**src/rtl/amul_pkg.sv**
```systemverilog
package amul_pkg;

    // Default operand width of the array multiplier
    localparam int unsigned AMUL_WIDTH = 4;

    // Result of one adder cell
    typedef struct packed {
        logic carry;
        logic sum;
    } cell_res_t;

endpackage

```
**src/rtl/amul_cell.sv**
```systemverilog
module amul_cell
    import amul_pkg::*;
(
    input  logic mcand_i,
    input  logic mplier_i,
    input  logic sum_i,
    input  logic carry_i,
    output logic sum_o,
    output logic carry_o
);

    logic      pp;
    cell_res_t res_d;

    // One AND gate forms the local partial product.
    always_comb begin
        pp = mcand_i & mplier_i;
    end

    // Full adder built from gates; tying carry_i low gives a half adder.
    always_comb begin
        res_d.sum   = pp ^ sum_i ^ carry_i;
        res_d.carry = (pp & sum_i) | (pp & carry_i) | (sum_i & carry_i);
    end

    assign sum_o   = res_d.sum;
    assign carry_o = res_d.carry;

    // the two cell outputs weigh the same as the three ones added in
    always_comb begin
        p_cell_weight_r1: assert ({carry_o, sum_o} ==
                                  (2'(pp) + 2'(sum_i) + 2'(carry_i)))
            else $error("cell weight mismatch");
    end

endmodule

```
**src/rtl/amul_row.sv**
```systemverilog
module amul_row #(
    parameter int unsigned WIDTH = 4
) (
    input  logic [WIDTH-1:0] mcand_i,
    input  logic             mplier_i,
    input  logic [WIDTH-1:0] above_i,
    output logic [WIDTH:0]   row_o
);

    localparam int unsigned RW = WIDTH + 1;

    logic [WIDTH:0]   chain;
    logic [WIDTH-1:0] sums;

    // The first cell of the row has its carry-in tied low.
    assign chain[0] = 1'b0;

    for (genvar i = 0; i < WIDTH; i++) begin : g_cell
        amul_cell i_cell (
            .mcand_i (mcand_i[i]),
            .mplier_i(mplier_i),
            .sum_i   (above_i[i]),
            .carry_i (chain[i]),
            .sum_o   (sums[i]),
            .carry_o (chain[i+1])
        );
    end

    assign row_o = {chain[WIDTH], sums};

    // a row adds its gated multiplicand to the sum arriving from above
    always_comb begin
        p_row_add_r1: assert (row_o == (RW'(above_i) +
                                        RW'(mcand_i & {WIDTH{mplier_i}})))
            else $error("row sum mismatch");
    end

endmodule

```
**src/rtl/amul_array.sv**
```systemverilog
module amul_array
    import amul_pkg::*;
#(
    parameter int unsigned WIDTH = AMUL_WIDTH
) (
    input  logic [WIDTH-1:0]   a_i,
    input  logic [WIDTH-1:0]   b_i,
    output logic [2*WIDTH-1:0] p_o
);

    localparam int unsigned PW = 2 * WIDTH;

    // stage[j] holds the running sum after multiplier bit j; bit 0 retires
    logic [WIDTH:0] stage [WIDTH];

    // Top row: AND gates only, no adders.
    for (genvar i = 0; i < WIDTH; i++) begin : g_top
        assign stage[0][i] = a_i[i] & b_i[0];
    end
    assign stage[0][WIDTH] = 1'b0;

    // Adder rows, one for each remaining multiplier bit.
    for (genvar j = 1; j < WIDTH; j++) begin : g_row
        amul_row #(.WIDTH(WIDTH)) i_row (
            .mcand_i (a_i),
            .mplier_i(b_i[j]),
            .above_i (stage[j-1][WIDTH:1]),
            .row_o   (stage[j])
        );
    end

    // Low product bits retire one per row; high bits come from the last row.
    for (genvar j = 0; j < WIDTH; j++) begin : g_low
        assign p_o[j] = stage[j][0];
    end
    assign p_o[PW-1:WIDTH] = stage[WIDTH-1][WIDTH:1];

    // whole product; R2: bit 0; R3: bit 1; R6: top bit marks the upper half
    always_comb begin
        p_product_r1: assert (p_o == (PW'(a_i) * PW'(b_i)))
            else $error("product mismatch");
        p_bit0_r2: assert (p_o[0] == (a_i[0] & b_i[0]))
            else $error("bit 0 mismatch");
        p_bit1_r3: assert (p_o[1] == ((a_i[1] & b_i[0]) ^ (a_i[0] & b_i[1])))
            else $error("bit 1 mismatch");
        p_top_bit_r6: assert (p_o[PW-1] ==
                              ((PW'(a_i) * PW'(b_i)) >= (PW'(1) << (PW-1))))
            else $error("top bit mismatch");
    end

endmodule

```
**config.mk**
```make
export PLATFORM = sky130hd
export DESIGN_NAME = amul_array
export DESIGN_NICKNAME = d
export VERILOG_FILES = /design/src/rtl/amul_pkg.sv /design/src/rtl/amul_cell.sv /design/src/rtl/amul_row.sv /design/src/rtl/amul_array.sv
export SDC_FILE = /design/constraint.sdc
export NUM_CORES = 1
export LEC_CHECK = 0
export ABC_AREA = 1
export CORE_AREA = 5 5 42 44
export DETAILED_ROUTE_END_ITERATION = 10
export DIE_AREA = 0 0 47 49
export GPL_TIMING_DRIVEN = 0
export RECOVER_POWER = 50
export SKIP_LAST_GASP = 1
export SLEW_MARGIN = 20
export SYNTH_ARGS = -nofsm -noshare
export SYNTH_HDL_FRONTEND = slang
export SYNTH_SLANG_ARGS = --single-unit
```
**constraint.sdc**
```tcl
create_clock -name vclk -period 20.1
set_clock_uncertainty 0.15 [all_clocks]
set_input_delay 5.025 -clock vclk [all_inputs]
set_output_delay 5.025 -clock vclk [all_outputs]
set_load 0.03 [all_outputs]
```
==> impl_metrics.csv <==
group,metric,value,unit
finish,final_common_cell,"inv_1",
setup_path,cp_slowest_cell,"clkdlybuf4s50_1",
floorplan,fp-row-count,14,
finish,regArea,0,µm²
routing,wirelength,659,µm
floorplan,dieArea,2300,µm²
finish,clkbuf_count,0,
hold_path,hp-class,"in2out",
cts,cts_setup_buffers,0,
power,leakagePower,0.000364,µW
global_route,antenna_found_initial,0,
floorplan,start_util,0.281,
routing,post_drt_wl_per_cell,7.66,µm
timing,min_period_over_period,0.732,
run,maxCapViolCount,0,
timing,fmax,67.9,MHz
setup_path,critPathTopFamily,"adder cells",
timing,report.final.slew_viol_count,0,
routing,antenna_left,0,
global_route,grt_overflow,0,
setup_path,critPathArrivalTime,9540,ps
power,ir_drop,0.0132,mV
global_route,track_usage,0.0651,
timing,setup_viol,0,
setup_path,crit_chain,"clkdlybuf4s50_1 > nand2_1 > inv_1 > ha_1 > inv_1 > fa_1 > fa_1 > inv_1 > fa_1 > inv_1 > fa_1 > inv_1 > fa_1 > fa_1 > fa_1 > buf_4 > clkdlybuf4s50_1",
setup_path,cpMostUsedCell,"fa_1",
cts,cts_resized,0,
yosys,synthCells,54,
global_route,grt_pass1_wl,1.25,mm
floorplan,core,1400,µm²
setup_path,startpoint_type,"primary input",
finish,nets,92,
yosys,syn_area,394,µm²
timing,setup_tns,0,ps
setup_path,critical_path_buf_inv_count,8,
yosys,ys_seq_area_frac,0,
outcome,status,"finished, final reports clean",
timing,grt_setup_unrepaired,"no",
placement,io_buffers,16,
setup_path,critPathMaxFanout,4,
timing,slew_headroom,0.788,
routing,route.detailed.drc,0,
finish,syn_to_final_growth,45.7,%
routing,avgViaCountPerCell,3.88,
global_route,grt_max_degree,5,
placement,gp_congestion,0.776,
finish,layout-drive-gt1-share,0.100,
finish,seq_cell_count,0,
yosys,yosysUniqueCellTypes,5,
timing,tightest_slew,318,ps
routing,drt-initial-drc-count,2,
finish,n_fill_cell,145,
cts,cts_hold_buf,0,
finish,layout_common_cells,"inv_1, nand2_1, clkdlybuf4s50_1",
placement,dp_cells,86,
yosys,syn_avg_cell_area,7.30,µm²
timing,timing.final.hold_violations,0,
yosys,synth_warnings,0,
routing,dr.pass1.iters,3,
finish,antennaDiodeCount,0,
finish,finalNonFillerCells,86,
yosys,syn_nets,74,
setup_path,cp_slowest_stage_delay,650,ps
floorplan,ios,16,
setup_path,cp.required,14930,ps
power,powerDensity,44.4,nW/µm²
placement,hpwl,647,µm
setup_path,worstSetupPathType,"in2out",
setup_path,end_kind,"output port",
routing,vias,334,
floorplan,dieWidth,47,µm
global_route,grt_pass1_vias,345,
timing,period_needed,14720,ps
floorplan,fp.dieH,49,µm
stage by stage:
stage	hold slack (ps)	area [µm²]	setup WS (ps)	power [µW]	utilization
after global placement	11060	574	5350	26.2	0.410
after floorplan	10060	394	6640	17.1	-
after global routing	11190	574	5150	28.4	0.410
final	11150	574	5380	25.5	0.410
after CTS	11070	574	5330	26.7	0.410
after detailed placement	11060	574	5340	26.7	0.410
synth_stat cells, drive strengths merged:
cell   instances  area (µm²)
inv           19        71.3
ha             4        50.1
fa             8         160
nand2         16        60.1
buf            7        52.6
worst paths after layout:
path,start,endpoint,slack (ps),cells after the start
worst max-delay path,a_i[0],p_o[6],5380,17
worst min-delay path,b_i[0],p_o[0],11150,4
area by class of cell:
cell class	count	area, µm²	share of cell area
well taps	16	20.0	0.0349
plain buffers	7	52.6	0.0915
repair buffers	16	160	0.279
multi-input cells	28	270	0.471
inverters	19	71.3	0.124
report_power, final:
| part | leakage, µW | total (µW) | internal [µW] | switching [µW] |
|---|---|---|---|---|
| Sequential | 0 | 0 | 0 | 0 |
| Combinational | 0.000364 | 25.5 | 12.6 | 12.9 |
| Clock | 0 | 0 | 0 | 0 |
| Total | 0.000364 | 25.5 | 12.6 | 12.9 |
routing by layer:
layer | global-route usage | share of wire | up-vias
met3 | 0 | 0.042 | 0
li1 | - | - | 172
met2 | 0.120 | 0.55 | 6
met4 | 0 | 0 | 0
met1 | 0.0871 | 0.41 | 156
met5 | 0 | 0 | -
cells by family (layout without fill, tap and decap cells):
family                   count (synthesis)  in the layout  share of synthesized area
buffers and inverters                   26             42                      0.314
adder cells (fa/ha/maj)                 12             12                      0.533
AND/OR/NAND/NOR                         16             16                      0.152
(Power assumes the default switching activity.)
